$ cat config.mk
export PLATFORM = sky130hd
export DESIGN_NAME = nand_seq
export DESIGN_NICKNAME = d
export VERILOG_FILES = /design/src/rtl/nseq_pkg.sv /design/src/rtl/nseq_sync.sv /design/src/rtl/nseq_timer.sv /design/src/rtl/nseq_regs.sv /design/src/rtl/nseq_fsm.sv /design/src/rtl/nand_seq.sv
export SDC_FILE = /design/constraint.sdc
export NUM_CORES = 1
export LEC_CHECK = 0
export BUFFER_PORTS_ARGS = -buffer_cell sky130_fd_sc_hd__buf_4
export CAP_MARGIN = 20
export CORE_MARGIN = 5
export CORE_UTILIZATION = 35
export DETAILED_ROUTE_END_ITERATION = 8
export PLACE_DENSITY = 0.53
export SYNTH_ARGS = -nofsm -noshare
export SYNTH_HDL_FRONTEND = slang
export SYNTH_SLANG_ARGS = --single-unit
$ cat constraint.sdc
create_clock -name clk -period 3.38 [get_ports clk]
set_input_delay 0.169 -clock clk [delete_from_list [all_inputs] [get_ports clk]]
set_output_delay 0.169 -clock clk [all_outputs]
set_load 0.02 [all_outputs]
$ cat src/rtl/nseq_pkg.sv
package nseq_pkg;
   localparam int REG_DW = 32;

   localparam int A_CTRL = 0;
   localparam int A_COL  = 1;
   localparam int A_ROW  = 2;
   localparam int A_DATA = 3;
   localparam int A_CFG  = 4;
   localparam int A_TIM  = 5;

   localparam int B_CMD0 = 16;
   localparam int B_COL  = 17;
   localparam int B_ROW  = 18;
   localparam int B_CMD1 = 19;
   localparam int B_RD   = 20;
   localparam int B_WR   = 21;
   localparam int B_SPEC = 24;
   localparam int B_RDY  = 26;
   localparam int B_ERR  = 27;
   localparam int B_WID  = 28;
   localparam int B_HOLD = 30;
   localparam int B_GO   = 31;

   typedef enum logic [2:0] {
      K_NONE, K_CMD0, K_SPEC, K_COL, K_ROW, K_CMD1, K_RD, K_WR
   } kind_t;

   typedef enum logic [2:0] {
      S_IDLE, S_SETUP, S_PULSE, S_HOLD, S_TWB, S_END
   } state_t;

   typedef struct packed {
      kind_t      k;
      logic [1:0] i;
   } item_t;

   function automatic logic is_cmd_grp(input kind_t k);
      return (k == K_CMD0) || (k == K_SPEC) || (k == K_COL) ||
             (k == K_ROW) || (k == K_CMD1);
   endfunction
endpackage

$ cat src/rtl/nseq_sync.sv
module nseq_sync #(
   parameter int   STAGES  = 2,
   parameter logic RST_VAL = 1'b1
) (
   input  logic clk,
   input  logic rst_n,
   input  logic d,
   output logic q
);
   generate
      if (STAGES == 1) begin : g_one
         logic r;
         always_ff @(posedge clk or negedge rst_n) begin
            if (!rst_n) r <= RST_VAL;
            else        r <= d;
         end
         assign q = r;
      end else begin : g_chain
         logic [STAGES-1:0] sh;
         always_ff @(posedge clk or negedge rst_n) begin
            if (!rst_n) sh <= {STAGES{RST_VAL}};
            else        sh <= {sh[STAGES-2:0], d};
         end
         assign q = sh[STAGES-1];
      end
   endgenerate
endmodule

$ cat src/rtl/nseq_timer.sv
module nseq_timer #(
   parameter int W = 6
) (
   input  logic         clk,
   input  logic         rst_n,
   input  logic         load,
   input  logic [W-1:0] val,
   output logic         done
);
   logic [W-1:0] cnt;

   always_ff @(posedge clk or negedge rst_n) begin
      if (!rst_n)          cnt <= '0;
      else if (load)       cnt <= (val == '0) ? '0 : val - W'(1);
      else if (cnt != '0)  cnt <= cnt - W'(1);
   end

   assign done = (cnt == '0);
endmodule

$ cat src/rtl/nseq_regs.sv
module nseq_regs
   import nseq_pkg::*;
#(
   parameter int AW = 3,
   parameter int CW = 6,
   localparam int TW = 5 * CW
) (
   input  logic              clk,
   input  logic              rst_n,
   input  logic              wr,
   input  logic [AW-1:0]     waddr,
   input  logic [REG_DW-1:0] wdata,
   input  logic [AW-1:0]     raddr,
   output logic [REG_DW-1:0] rdata,
   input  logic              busy,
   input  logic              rb_ready,
   input  logic              rd_strobe,
   input  logic [1:0]        rd_idx,
   input  logic [7:0]        rd_byte,
   output logic              start,
   output logic              err,
   output logic [REG_DW-1:0] ctrl_q,
   output logic [REG_DW-1:0] col_q,
   output logic [REG_DW-1:0] row_q,
   output logic [REG_DW-1:0] data_q,
   output logic [7:0]        cfg_q,
   output logic [TW-1:0]     tim_q
);
   logic wr_ctrl, both_dir;
   logic [REG_DW-1:0] status;

   assign wr_ctrl  = wr && (waddr == AW'(A_CTRL)) && wdata[B_GO];
   assign both_dir = wdata[B_RD] && wdata[B_WR];
   assign start    = wr_ctrl && !busy && !both_dir;

   always_ff @(posedge clk or negedge rst_n) begin
      if (!rst_n) begin
         ctrl_q <= '0;
         err    <= 1'b0;
      end else if (start) begin
         ctrl_q <= wdata;
         err    <= 1'b0;
      end else if (wr_ctrl && !busy) begin
         err    <= 1'b1;
      end
   end

   always_ff @(posedge clk or negedge rst_n) begin
      if (!rst_n) begin
         col_q <= '0;
         row_q <= '0;
         cfg_q <= '0;
         tim_q <= '0;
      end else if (wr) begin
         if (waddr == AW'(A_COL)) col_q <= wdata;
         if (waddr == AW'(A_ROW)) row_q <= wdata;
         if (waddr == AW'(A_CFG)) cfg_q <= wdata[7:0];
         if (waddr == AW'(A_TIM)) tim_q <= wdata[TW-1:0];
      end
   end

   always_ff @(posedge clk or negedge rst_n) begin
      if (!rst_n) begin
         data_q <= '0;
      end else if (rd_strobe) begin
         if (rd_idx == 2'd0) data_q <= {24'h0, rd_byte};
         else                data_q[rd_idx*8 +: 8] <= rd_byte;
      end else if (wr && (waddr == AW'(A_DATA))) begin
         data_q <= wdata;
      end
   end

   always_comb begin
      status         = ctrl_q;
      status[B_GO]   = busy;
      status[B_ERR]  = err;
      status[B_RDY]  = rb_ready;
   end

   always_comb begin
      rdata = '0;
      if      (raddr == AW'(A_CTRL)) rdata = status;
      else if (raddr == AW'(A_COL))  rdata = col_q;
      else if (raddr == AW'(A_ROW))  rdata = row_q;
      else if (raddr == AW'(A_DATA)) rdata = data_q;
      else if (raddr == AW'(A_CFG))  rdata = {24'h0, cfg_q};
      else if (raddr == AW'(A_TIM))  rdata = {{(REG_DW-TW){1'b0}}, tim_q};
   end
endmodule

$ cat src/rtl/nseq_fsm.sv
module nseq_fsm
   import nseq_pkg::*;
#(
   parameter int CW = 6,
   localparam int TW = 5 * CW
) (
   input  logic              clk,
   input  logic              rst_n,
   input  logic              start,
   input  logic [REG_DW-1:0] start_word,
   input  logic [REG_DW-1:0] ctrl,
   input  logic [REG_DW-1:0] col,
   input  logic [REG_DW-1:0] row,
   input  logic [REG_DW-1:0] data,
   input  logic [7:0]        cfg,
   input  logic [TW-1:0]     tim,
   input  logic [7:0]        dq_in,
   output logic              busy,
   output logic              ce_n,
   output logic              cle,
   output logic              ale,
   output logic              we_n,
   output logic              re_n,
   output logic [7:0]        dq_out,
   output logic              dq_oe,
   output logic              rd_strobe,
   output logic [1:0]        rd_idx,
   output logic [7:0]        rd_byte
);
   localparam int N_STAGE = 6;

   state_t  st_q, st_d;
   item_t   cur_q, cur_d, pend_q, pend_d, nxt, first0;
   logic    ce_q, ce_d;
   logic    tload, tdone;
   logic [CW-1:0] tval;
   logic [CW-1:0] w_pulse, w_hold, w_setup, w_dhold, w_twb;
   logic [2:0] stage_after;
   logic [1:0] lim;

   assign w_pulse = tim[0*CW +: CW];
   assign w_hold  = tim[1*CW +: CW];
   assign w_setup = tim[2*CW +: CW];
   assign w_dhold = tim[3*CW +: CW];
   assign w_twb   = tim[4*CW +: CW];

   function automatic item_t first_from(input logic [2:0] stg,
                                        input logic [REG_DW-1:0] c);
      item_t r;
      r.k = K_NONE;
      r.i = 2'd0;
      for (int s = 0; s < N_STAGE; s++) begin
         if (r.k == K_NONE && s >= int'(stg)) begin
            case (s)
               0: if (c[B_CMD0]) r.k = K_CMD0;
               1: if (c[B_SPEC]) r.k = K_SPEC;
               2: if (c[B_COL] && !c[B_SPEC]) r.k = K_COL;
               3: if (c[B_ROW] && !c[B_SPEC]) r.k = K_ROW;
               4: if (c[B_CMD1]) r.k = K_CMD1;
               default: begin
                  if (c[B_RD])      r.k = K_RD;
                  else if (c[B_WR]) r.k = K_WR;
               end
            endcase
         end
      end
      return r;
   endfunction

   assign first0 = first_from(3'd0, start_word);

   always_comb begin
      stage_after = 3'd6;
      lim         = 2'd0;
      case (cur_q.k)
         K_CMD0: stage_after = 3'd1;
         K_SPEC: stage_after = 3'd4;
         K_COL:  begin stage_after = 3'd3; lim = cfg[5:4]; end
         K_ROW:  begin stage_after = 3'd4; lim = cfg[7:6]; end
         K_CMD1: stage_after = 3'd5;
         K_RD, K_WR: begin stage_after = 3'd6; lim = ctrl[B_WID +: 2]; end
         default: stage_after = 3'd6;
      endcase
      if (cur_q.i != lim) begin
         nxt.k = cur_q.k;
         nxt.i = cur_q.i + 2'd1;
      end else begin
         nxt = first_from(stage_after, ctrl);
      end
   end

   always_comb begin
      st_d      = st_q;
      cur_d     = cur_q;
      pend_d    = pend_q;
      ce_d      = ce_q;
      tload     = 1'b0;
      tval      = '0;
      rd_strobe = 1'b0;
      case (st_q)
         S_IDLE: if (start) begin
            ce_d  = 1'b0;
            cur_d = first0;
            if (first0.k == K_NONE) begin
               st_d = S_END;
            end else begin
               st_d  = S_SETUP;
               tload = 1'b1;
               tval  = w_setup;
            end
         end
         S_SETUP: if (tdone) begin
            st_d  = S_PULSE;
            tload = 1'b1;
            tval  = w_pulse;
         end
         S_PULSE: if (tdone) begin
            st_d      = S_HOLD;
            tload     = 1'b1;
            tval      = (cur_q.k == K_WR) ? w_dhold : w_hold;
            rd_strobe = (cur_q.k == K_RD);
         end
         S_HOLD: if (tdone) begin
            if (is_cmd_grp(cur_q.k) && !is_cmd_grp(nxt.k)) begin
               st_d   = S_TWB;
               pend_d = nxt;
               tload  = 1'b1;
               tval   = w_twb;
            end else if (nxt.k == K_NONE) begin
               st_d = S_END;
            end else begin
               cur_d = nxt;
               st_d  = S_SETUP;
               tload = 1'b1;
               tval  = w_setup;
            end
         end
         S_TWB: if (tdone) begin
            if (pend_q.k == K_NONE) begin
               st_d = S_END;
            end else begin
               cur_d = pend_q;
               st_d  = S_SETUP;
               tload = 1'b1;
               tval  = w_setup;
            end
         end
         default: begin
            st_d = S_IDLE;
            ce_d = !ctrl[B_HOLD];
         end
      endcase
   end

   always_ff @(posedge clk or negedge rst_n) begin
      if (!rst_n) begin
         st_q   <= S_IDLE;
         cur_q  <= '{k: K_NONE, i: 2'd0};
         pend_q <= '{k: K_NONE, i: 2'd0};
         ce_q   <= 1'b1;
      end else begin
         st_q   <= st_d;
         cur_q  <= cur_d;
         pend_q <= pend_d;
         ce_q   <= ce_d;
      end
   end

   nseq_timer #(.W(CW)) u_timer (
      .clk   (clk),
      .rst_n (rst_n),
      .load  (tload),
      .val   (tval),
      .done  (tdone)
   );

   logic on_bus;
   assign on_bus = (st_q == S_SETUP) || (st_q == S_PULSE) || (st_q == S_HOLD);

   always_comb begin
      case (cur_q.k)
         K_CMD0:  dq_out = ctrl[7:0];
         K_CMD1:  dq_out = ctrl[15:8];
         K_COL:   dq_out = col[cur_q.i*8 +: 8];
         K_ROW:   dq_out = row[cur_q.i*8 +: 8];
         K_WR:    dq_out = data[cur_q.i*8 +: 8];
         default: dq_out = 8'h00;
      endcase
   end

   assign busy    = (st_q != S_IDLE);
   assign ce_n    = ce_q;
   assign cle     = on_bus && ((cur_q.k == K_CMD0) || (cur_q.k == K_CMD1));
   assign ale     = on_bus && ((cur_q.k == K_SPEC) || (cur_q.k == K_COL) ||
                               (cur_q.k == K_ROW));
   assign dq_oe   = on_bus && (cur_q.k != K_RD);
   assign we_n    = !((st_q == S_PULSE) && (cur_q.k != K_RD));
   assign re_n    = !((st_q == S_PULSE) && (cur_q.k == K_RD));
   assign rd_idx  = cur_q.i;
   assign rd_byte = dq_in;
endmodule

$ cat src/rtl/nand_seq.sv
module nand_seq
   import nseq_pkg::*;
#(
   parameter int CNT_W       = 6,
   parameter int SYNC_STAGES = 2,
   parameter int REG_AW      = 3
) (
   input  logic              clk,
   input  logic              rst_n,
   input  logic              reg_wr,
   input  logic [REG_AW-1:0] reg_waddr,
   input  logic [31:0]       reg_wdata,
   input  logic [REG_AW-1:0] reg_raddr,
   output logic [31:0]       reg_rdata,
   output logic              nand_ce_n,
   output logic              nand_cle,
   output logic              nand_ale,
   output logic              nand_we_n,
   output logic              nand_re_n,
   output logic [7:0]        nand_dq_out,
   output logic              nand_dq_oe,
   input  logic [7:0]        nand_dq_in,
   input  logic              nand_rb_n
);
   localparam int TW = 5 * CNT_W;

   generate
      if (CNT_W < 2 || TW > 30) begin : g_bad_cnt
         $error("CNT_W must keep five counts inside 30 bits");
      end
      if (SYNC_STAGES < 1) begin : g_bad_sync
         $error("SYNC_STAGES must be at least 1");
      end
      if (REG_AW < 3) begin : g_bad_aw
         $error("REG_AW must address six registers");
      end
   endgenerate

   logic              seq_busy, seq_err, seq_start, rb_ready;
   logic              rd_strobe;
   logic [1:0]        rd_idx;
   logic [7:0]        rd_byte;
   logic [31:0]       ctrl_word, col_q, row_q, data_q;
   logic [7:0]        cfg_q;
   logic [TW-1:0]     tim_q;

   nseq_sync #(.STAGES(SYNC_STAGES), .RST_VAL(1'b1)) u_rb_sync (
      .clk   (clk),
      .rst_n (rst_n),
      .d     (nand_rb_n),
      .q     (rb_ready)
   );

   nseq_regs #(.AW(REG_AW), .CW(CNT_W)) u_regs (
      .clk       (clk),
      .rst_n     (rst_n),
      .wr        (reg_wr),
      .waddr     (reg_waddr),
      .wdata     (reg_wdata),
      .raddr     (reg_raddr),
      .rdata     (reg_rdata),
      .busy      (seq_busy),
      .rb_ready  (rb_ready),
      .rd_strobe (rd_strobe),
      .rd_idx    (rd_idx),
      .rd_byte   (rd_byte),
      .start     (seq_start),
      .err       (seq_err),
      .ctrl_q    (ctrl_word),
      .col_q     (col_q),
      .row_q     (row_q),
      .data_q    (data_q),
      .cfg_q     (cfg_q),
      .tim_q     (tim_q)
   );

   nseq_fsm #(.CW(CNT_W)) u_fsm (
      .clk        (clk),
      .rst_n      (rst_n),
      .start      (seq_start),
      .start_word (reg_wdata),
      .ctrl       (ctrl_word),
      .col        (col_q),
      .row        (row_q),
      .data       (data_q),
      .cfg        (cfg_q),
      .tim        (tim_q),
      .dq_in      (nand_dq_in),
      .busy       (seq_busy),
      .ce_n       (nand_ce_n),
      .cle        (nand_cle),
      .ale        (nand_ale),
      .we_n       (nand_we_n),
      .re_n       (nand_re_n),
      .dq_out     (nand_dq_out),
      .dq_oe      (nand_dq_oe),
      .rd_strobe  (rd_strobe),
      .rd_idx     (rd_idx),
      .rd_byte    (rd_byte)
   );
endmodule

* Word level (Yosys, flattened, before mapping)
Cells that the tools add are included.
Cells by class: add/subtract/negate cells 4, multiply operators 0, div/mod/pow operators 0, magnitude comparators 6, eq/ne operators 36, shift operators 5, muxes and demuxes 90, bitwise gates (word level) 1, reductions and logical operators 79
Operator list (number):
- 32-bit 2-to-1 mux | 8
- 3-bit 2-to-1 mux | 36
- 32-bit by 6-bit indexed part select with 8-bit output | 3
- 6-bit 2-to-1 mux | 13
- 3-bit logical NOT | 16
- 8-bit one-hot mux with 5 select lines | 1
- 5-bit 2-to-1 mux | 7
- 5-bit negation with 34-bit output | 1
- 8-bit by 34-bit variable shift with 32-bit output, first input constant | 1
- 8-bit by 34-bit indexed part select with 32-bit output | 1
- 3-bit == test, second input constant | 11
- 32-bit bitwise mux | 1
- 3-bit by 2-bit == test with 1-bit output, second input constant | 10
- 30-bit 2-to-1 mux | 1
- 6-bit one-hot mux with 5 select lines | 1
- 1-bit logical AND | 21
- 3-bit by 1-bit == test with 1-bit output, second input constant | 5
- 1-bit 2-to-1 mux | 15
- 3-bit one-hot mux with 5 select lines | 1
- 5-bit one-hot mux with 3 select lines | 1
- 1-bit logical OR | 13
- 6-bit logical NOT | 2
- 3-bit one-hot mux with 4 select lines | 1
- 6-bit by 1-bit subtractor with 6-bit output, second input constant | 2
- 24 further kinds | 49
Word-level totals: flip-flop bits (word level) 188, latch bits 0, bits in writable memories 0, ROM bits 0, input bits 50, output and inout bits 46, word-level logic and storage cells 236, memories 0

* Logic depth before layout (Yosys ltp)
Gate-level depths: netlist of run 1.
depth in word-level cells 39, mapped depth 12, mapped depth without buffers 11

* Cells and area by module
A second synthesis of run 1 with hierarchy kept.
Second synthesis, totals: cell total of the unflattened synthesis 1077, area total of the unflattened synthesis 11397.2 µm²
Modules (own cells, without submodules):
- nseq_regs | times used 1, cells an instance 647, area each 8237.9 µm², sequential area each 4179.0 µm²
- nseq_fsm | times used 1, cells an instance 378, area each 2656.3 µm², sequential area each 351.6 µm²
- nseq_timer | times used 1, cells an instance 50, area each 450.4 µm², sequential area each 150.1 µm²
- nseq_sync | times used 1, cells an instance 2, area each 52.6 µm², sequential area each 52.6 µm²

* Worst setup path after synthesis of run 1
OpenSTA, ideal clock, no wires.
path type register to register, from reg u_fsm.cur_q[3] in the netlist's numbering, to reg u_fsm.u_timer.cnt[0], library setup time 0.140 ns, arrival time 3.087 ns, data required time 3.240 ns, setup slack 0.153 ns, cell stages (with the launch flop) 12, buffers on the path 1, period minus slack after synthesis 3.227 ns, path through dfrtp_1 -> buf_6 -> nand4bb_1 -> and4_1 -> nor4b_2 -> mux2i_4 -> o221ai_2 -> a222oi_1 -> ha_1 -> inv_1 -> o31ai_2 -> o221ai_1
Between the ends: longest elaborated chain between the ends 39, elaborated cells on any way between the ends 77, those cells by class add/sub (1); order compare (6); eq/ne (13); mux (32); reduce/logical (25)
Ends and longest elaborated chain:
- start: declaration | RTL line nseq_fsm.sv:33 | item_t cur_q, cur_d, pend_q, pend_d, nxt, first0;
- start signal: assignment | RTL line nseq_fsm.sv:158 | cur_q <= '{k: K_NONE, i: 2'd0};
- start signal: assignment | RTL line nseq_fsm.sv:163 | cur_q <= cur_d;
- 3-bit == test or 3-bit by 2-bit == test with 1-bit output (tied branches) | RTL line nseq_pkg.sv:39, nseq_fsm.sv:75, nseq_pkg.sv:38
- 2-bit OR reduction (no source line)
- 3-bit one-hot mux with 4 select lines | RTL line nseq_fsm.sv:75 | case (cur_q.k)
- 1-bit by 3-bit >= comparator with 1-bit output | RTL line nseq_fsm.sv:53 | if (r.k == K_NONE && s >= int'(stg)) begin
- 3-bit 2-to-1 mux | RTL line nseq_fsm.sv:53
- 3-bit 2-to-1 mux | RTL line nseq_fsm.sv:84 | if (cur_q.i != lim) begin
- 3-bit logical NOT | RTL line nseq_fsm.sv:53
- 1-bit logical AND | RTL line nseq_fsm.sv:53
- [... 22 more ...]
- 1-bit logical OR | RTL line nseq_pkg.sv:39 | (k == K_ROW) || (k == K_CMD1);
- 1-bit logical NOT | RTL line nseq_fsm.sv:124 | if (is_cmd_grp(cur_q.k) && !is_cmd_grp(nxt.k)) begin
- 1-bit logical AND | RTL line nseq_fsm.sv:124
- 6-bit 2-to-1 mux | RTL line nseq_fsm.sv:124
- 6-bit 2-to-1 mux | RTL line nseq_fsm.sv:123 | S_HOLD: if (tdone) begin
- 6-bit one-hot mux with 5 select lines | RTL line nseq_fsm.sv:100 | case (st_q)
- 6-bit by 1-bit subtractor with 6-bit output or 6-bit logical NOT (tied branches) | RTL line nseq_timer.sv:14 | else if (load) cnt <= (val == '0) ? '0 : val - W'(1);
- 6-bit 2-to-1 mux (2 in a row) | RTL line nseq_timer.sv:14
- end signal: assignment | RTL line nseq_timer.sv:14
- end signal: assignment | RTL line nseq_timer.sv:15 | else if (cnt != '0) cnt <= cnt - W'(1);
- end: declaration | RTL line nseq_timer.sv:10 | logic [W-1:0] cnt;
Several ways; a longest one is shown, not always the timed one. The select of a mux whose other input is x is not followed. A chain may end at the register's enable or synchronous reset.

* Final worst setup path of run 1
from reg u_fsm.cur_q[4] in the netlist's numbering, to out nand_dq_out[2]
Between the ends: longest elaborated chain between the ends 2, elaborated cells on any way between the ends 6, those cells by class eq/ne (5); mux (1)
Ends and longest elaborated chain:
- 3-bit == test, or another cell as far along | RTL line nseq_fsm.sv:181 | case (cur_q.k)
- 8-bit one-hot mux with 5 select lines * | RTL line nseq_fsm.sv:181
- end: declaration | RTL line nand_seq.sv:20 | output logic [7:0] nand_dq_out,
Mark *: on every way between the ends. The rest lies on a longest branch, timed or not.

==> results.json, run 1 <==
{
  "ios": 96,
  "die_w_um": 184,
  "synthSimpleGateAreaFrac": 0.152,
  "via_per_inst": 5.88,
  "final_cell_mix": "dfrtp_1, nand2_1, buf_4, mux2_2, nor2_1",
  "hold_end": "u_regs.ctrl_q[8]",
  "netlist_area_sq_um": 10600,
  "cts_made_buffers": 17,
  "min_path_type": "in2reg",
  "reg2reg_to": "u_fsm.u_timer.cnt[5]",
  "dp_hpwl_um": 29000,
  "cts_tree": "built",
  "endpoint_kind": "output port",
  "crit_required_ns": 3.21,
  "synth_area_leaders": "dfrtp_1, mux2_2, nand2_1, mux2i_1, nor2_1",
  "synth_edf_count": 0,
  "insertion_delay_ns": 0.44,
  "ys_seq_elements": 186,
  "layout-area-overhead-vs-synth_pct": 21.4,
  "r2r_slack_ns": 0.12,
  "cp_common_cell": "buf_12",
  "cpLargestDelayFamily": "compound AO/OA/AOI/OAI gates",
  "drc": 0,
  "detail_route.first_pass.iterations": 8,
  "muxShareOfSynthArea": 0.181,
  "start_util": 0.356,
  "skew_ns": 0.0146,
  "antenna_found_initial": 0,
  "wl_per_cell_um": 25.8,
  "critPathSlowestCell": "a211oi_1",
  "synth_largest_area_cell": "dfrtp_1",
  "diodes": 0,
  "worst_ir_drop_vdd_v": 0.000510,
  "cts_buffer_depth": 2,
  "slew_headroom": 0.262,
  "synth_top_family_by_area": "multiplexers",
  "startpoint_type": "register",
  "holdCritStartpoint": "reg_wdata[8]",
  "criticalPathCategory": "reg2out",
  "p_leak_nw": 5.50,
  "antenna_left": 0,
  "hold_depth": 3,
  "worstPathCellList": "buf_12 -> inv_1 -> nor3_4 -> nor2_2 -> buf_12 -> a211oi_1 -> a311oi_1 -> a21oi_1 -> o22a_1 -> o22ai_1 -> buf_4",
  "place_area_sq_um": 11900,
  "synth.top_cell.area_share": 0.432,
  "cts.sinks": 186,
  "grt_max_degree": 102,
  "design_area_sq_um": 12900,
  "p_per_area_nw_per_um2": 716,
  "synthAdderAreaFrac": 0.00826,
  "worst_hold_slack_ns": 0.0207,
  "finalCritPeriodShare": 0.970,
  "final.fill_count": 2948,
  "die_y_um": 184,
  "fmax_ghz": 0.305,
  "r2r_cells": 9,
  "cp_slowest_stage_delay_ns": 0.48,
  "grt_pass1_wl_um": 61800,
  "cp_max_fo": 26,
  "synthXorXnorAreaFrac": 0.00579,
  "critPathBufInv": 4,
  "critical_path_arrival_ns": 3.11,
  "rows": 63,
  "worst_pin_slew_ns": 1.11,
  "crit-reg2reg-launch": "u_fsm.cur_q[3]",
  "cap_violations": 0,
  "wirelength_um": 41400,
  "final_common_cell": "dfrtp_1",
  "core_area_sq_um": 29800,
  "syn_area_per_cell_sq_um": 9.68,
  "drive_gt1_frac": 0.277,
  "initialDrtViolationCount": 922,
  "yosysSeqAreaShare": 0.440,
  "synth_compound_area_frac": 0.174,
  "syn_nets": 1152,
  "die-area_sq_um": 33900,
  "overflow": 0,
  "synth-main-ff-cell": "dfrtp_1",
  "fin_nets": 1260,
  "grt_pass1_vias": 9376,
  "clockRootBuffer": "clkbuf_16",
  "final_hold_viol_count": 0,
  "ys_types": 65,
  "finalSetupViolations": 0,
  "num_vias": 9444,
  "cts_max_level": 4,
  "slew_viol_final": 0,
  "io_buffer_count": 95,
  "place_congestion": 0.960,
  "rsz0062_at_grt": "false",
  "ys_warn_count": 0,
  "synth-async-reset-ratio": 1.00,
  "synth_cells": 1095,
  "path_clk_slew_ns": 0.07,
  "grt_usage": 0.244,
  "status": "complete, no violations",
  "min_period_ns": 3.28
}
[metrics by stage]
step	utilization	std cells	worst slack, ns	setup TNS, ns	power, mW
4_1_cts	0.429	1605	0.0565	0	9.13
3_5_place_dp	0.401	1549	-0.0162	-0.0255	7.05
6_report	0.432	1606	0.100	0	9.21
3_3_place_gp	0.401	1549	0.0859	0	7.00
5_1_grt	0.432	1606	0.00293	0	9.67
2_1_floorplan	-	1095	0.153	0	5.57
[flip-flops by register name, indices dropped and copies added (netlist names)]
name / cells
u_fsm.ce_n: 1
u_fsm.cur_q: 3
u_fsm.pend_q: 5
u_fsm.rd_idx: 2
u_fsm.st_q: 3
u_fsm.u_timer.cnt: 6
u_rb_sync.g_chain.sh: 2
u_regs.cfg_q: 8
u_regs.col_q: 32
u_regs.ctrl_q: 29
u_regs.data_q: 32
u_regs.err: 1
u_regs.row_q: 32
u_regs.tim_q: 30
[synthesized netlist by cell type, types with 2 or more instances]
library cell	instances
nor3_1	14
nand4b_1	4
o21ai_0	28
a222oi_1	3
nand3_1	45
and3_1	3
o21ai_1	3
o32ai_1	2
ha_1	7
nand4bb_1	2
nand2b_1	7
a22oi_1	36
o22ai_1	40
and4_1	2
a31oi_1	39
o221ai_1	9
dfrtp_1	183
o211ai_1	2
clkbuf_1	57
xnor2_1	5
a311oi_1	8
o22a_1	11
a21o_1	3
or3_1	3
a22o_1	17
nand4_1	4
buf_4	3
nor4_1	2
a211oi_1	21
nor2b_1	9
nor2_1	90
mux2_2	116
a21oi_1	30
inv_1	22
o21bai_1	3
mux2i_1	39
nand2_1	163
xor2_1	2
dfstp_2	3
buf_1	21
mux4_2	9
a32oi_1	2
[tightest hold or removal path: stages]
cell     delay (ns)
buf_4          0.13
nand2_1        0.06
nand2_1        0.06
[routing by layer]
metal	global-route usage	wire length, um	part of all wire
met1	0.344	18400	0.45
met2	0.385	19500	0.47
met3	0.0404	2560	0.062
met4	0.0736	933	0.023
met5	0	0	0
[logic make-up (layout without fill, tap and decap cells)]
kind of cell	Yosys count	in the layout
multiplexers	165	165
AND/OR/NAND/NOR	359	359
adder cells (fa/ha/maj)	7	7
buffers and inverters	105	226
AO/OA/AOI/OAI	266	266
XOR/XNOR	7	7
flip-flops	186	186
[worst max-delay path by stage]
stage	start	end	slack (ns)	cells after the start
after floorplan	u_fsm.cur_q[3]	u_fsm.u_timer.cnt[0]	0.15	11
after global placement	u_fsm.cur_q[3]	u_fsm.u_timer.cnt[0]	0.09	10
after detailed placement	u_fsm.cur_q[3]	u_fsm.u_timer.cnt[0]	-0.02	10
after CTS	u_fsm.cur_q[3]	nand_dq_out[4]	0.06	12
after global routing	u_fsm.cur_q[3]	u_fsm.u_timer.cnt[5]	0.003	9
final	u_fsm.cur_q[4]	nand_dq_out[2]	0.10	11
[power by group]
part | total [mW] | leakage [nW] | internal, mW | switching (mW)
registers | 3.48 | 2.24 | 2.80 | 0.676
clock network | 2.02 | 0.282 | 0.993 | 1.03
logic | 3.71 | 2.98 | 1.60 | 2.11
total | 9.21 | 5.50 | 5.40 | 3.81
[cell type report]
type / count / area, sq um / area share
Clock buffer: 18 / 429 / 0.0334
Tap cell: 390 / 488 / 0.0379
Multi-Input combinational cell: 804 / 5620 / 0.437
Inverter: 22 / 82.6 / 0.00642
Sequential cell: 186 / 4660 / 0.362
Clock inverter: 14 / 151 / 0.0118
Timing Repair Buffer: 172 / 1430 / 0.111
[repair_timing]
item,4_1_cts,5_1_grt
buffers inserted,2,1
endpoints found under the setup margin,9,14
resized for setup,5,14
pin swaps,1,6
hold endpoints to repair,148,0
hold buffers,22,0
Power figures use the tool's default switching activity.
==> run 2, diff against run 1 <==
Settings changed: RECOVER_POWER set to 25.
==> results.json, run 2 (synthesis gave the netlist of run 1 again) <==
{
  "p_per_area_nw_per_um2": 717,
  "min_path_type": "in2reg",
  "cp_max_fo": 26,
  "finalCritPeriodShare": 0.970,
  "status": "complete, but fails checks",
  "cts_made_buffers": 17,
  "min_period_ns": 3.28,
  "finalSetupViolations": 0,
  "layout-area-overhead-vs-synth_pct": 21.3,
  "antenna_found_initial": 0,
  "skew_ns": 0.0146,
  "path_clk_slew_ns": 0.07,
  "fin_nets": 1260,
  "antenna_left": 0,
  "place_congestion": 0.960,
  "cts_max_level": 4,
  "final_common_cell": "dfrtp_1",
  "p_leak_nw": 5.49,
  "endpoint_kind": "output port",
  "startpoint_type": "register",
  "cts_buffer_depth": 2,
  "violations": "max-capacitance violations, max-slew violations",
  "core_area_sq_um": 29800,
  "worst_pin_slew_ns": 2.26,
  "via_per_inst": 5.91,
  "start_util": 0.356,
  "initialDrtViolationCount": 930,
  "die_w_um": 184,
  "diodes": 0,
  "ios": 96,
  "critical_path_arrival_ns": 3.11,
  "die-area_sq_um": 33900,
  "overflow": 0,
  "slew_headroom": -0.507,
  "grt_pass1_vias": 9376,
  "cap_violations": 1,
  "worst_ir_drop_vdd_v": 0.000510,
  "crit_required_ns": 3.21,
  "worst_hold_slack_ns": 0.0203,
  "grt_pass1_wl_um": 61800,
  "die_y_um": 184,
  "slew_viol_final": 32,
  "num_vias": 9497,
  "final_cell_mix": "dfrtp_1, nand2_1, buf_4, mux2_2, nor2_1",
  "cts_tree": "built",
  "rows": 63,
  "wirelength_um": 41500,
  "grt_usage": 0.244,
  "criticalPathCategory": "reg2out",
  "fmax_ghz": 0.305,
  "insertion_delay_ns": 0.44,
  "final.fill_count": 2952,
  "setup_slack_ns": 0.101,
  "io_buffer_count": 95,
  "final_hold_viol_count": 0,
  "tns_ns": 0,
  "top_regs": "u_regs.col_q x32, u_regs.data_q x32, u_regs.row_q x32",
  "drive_gt1_frac": 0.275,
  "grt_max_degree": 102,
  "dp_hpwl_um": 29000,
  "drc": 0,
  "rsz0062_at_grt": "false",
  "clockRootBuffer": "clkbuf_16",
  "cts.sinks": 186,
  "wl_per_cell_um": 25.8,
  "detail_route.first_pass.iterations": 8,
  "place_ws_ns": -0.0162
}
## run 2: cell types whose count changed in the layout (fill, tap and decap cells not counted), sizes merged
cell,before,now
buf,149,146
clkbuf,19,22
## run 2: metal layers
layer	track usage	vias up	share of wire
met3	0.0404	53	0.061
met2	0.385	413	0.47
met4	0.0736	0	0.023
met5	0	-	0
li1	-	4253	-
met1	0.344	4778	0.44
## run 2: layout make-up
| class | count | area, sq um | share of cell area |
|---|---|---|---|
| multi-input combinational | 804 | 5620 | 0.437 |
| sequential | 186 | 4660 | 0.362 |
| timing repair buffer | 172 | 1420 | 0.111 |
| tap | 390 | 488 | 0.0380 |
| clock buffer | 18 | 429 | 0.0334 |
| clock inverter | 14 | 151 | 0.0118 |
| inverter | 22 | 82.6 | 0.00642 |
## run 2: worst max-delay path, stage by stage (launching register included)
cell and delay [ns]:
dfrtp_2 0.44, buf_12 0.19, inv_1 0.11, nor3_4 0.34, nor2_2 0.11, buf_12 0.18
a211oi_1 0.48, a311oi_1 0.12, a21oi_1 0.22, o22a_1 0.17, o22ai_1 0.11, buf_4 0.20
## run 2: timing repair
item	4_1_cts	5_1_grt
endpoints found under the hold margin	148	0
hold buffers	22	0
gates resized for setup	5	14
pin swaps	1	6
endpoints found under the setup margin	9	14
buffers inserted	2	1
## run 2: per-stage QoR
| stage | area, sq um | utilization | total power [mW] | instances |
|---|---|---|---|---|
| 6_report | 12900 | 0.432 | 9.22 | 1606 |
| 5_1_grt | 12900 | 0.432 | 9.67 | 1606 |
| 4_1_cts | 12800 | 0.429 | 9.13 | 1605 |
| 3_5_place_dp | 11900 | 0.401 | 7.05 | 1549 |
| 3_3_place_gp | 11900 | 0.401 | 7.00 | 1549 |
| 2_1_floorplan | 10600 | - | 5.57 | 1095 |
## run 2: final timing paths
path,startpoint,end,slack (ns),depth (start not counted)
max,u_fsm.cur_q[4],nand_dq_out[2],0.10,11
min,reg_wdata[8],u_regs.ctrl_q[8],0.02,3
max reg2reg,u_fsm.cur_q[3],u_fsm.u_timer.cnt[5],0.12,9
min reg2reg,u_rb_sync.g_chain.sh[0],u_rb_sync.g_chain.sh[1],0.36,0
max in group asynchronous,rst_n,u_rb_sync.g_chain.sh[1],2.21,3
min in group asynchronous,rst_n,u_regs.tim_q[24],0.38,2
## run 2: where the power goes
group / internal [mW] / switching [mW]
sequential: 2.80 / 0.678
combinational: 1.60 / 2.11
clock: 0.993 / 1.03
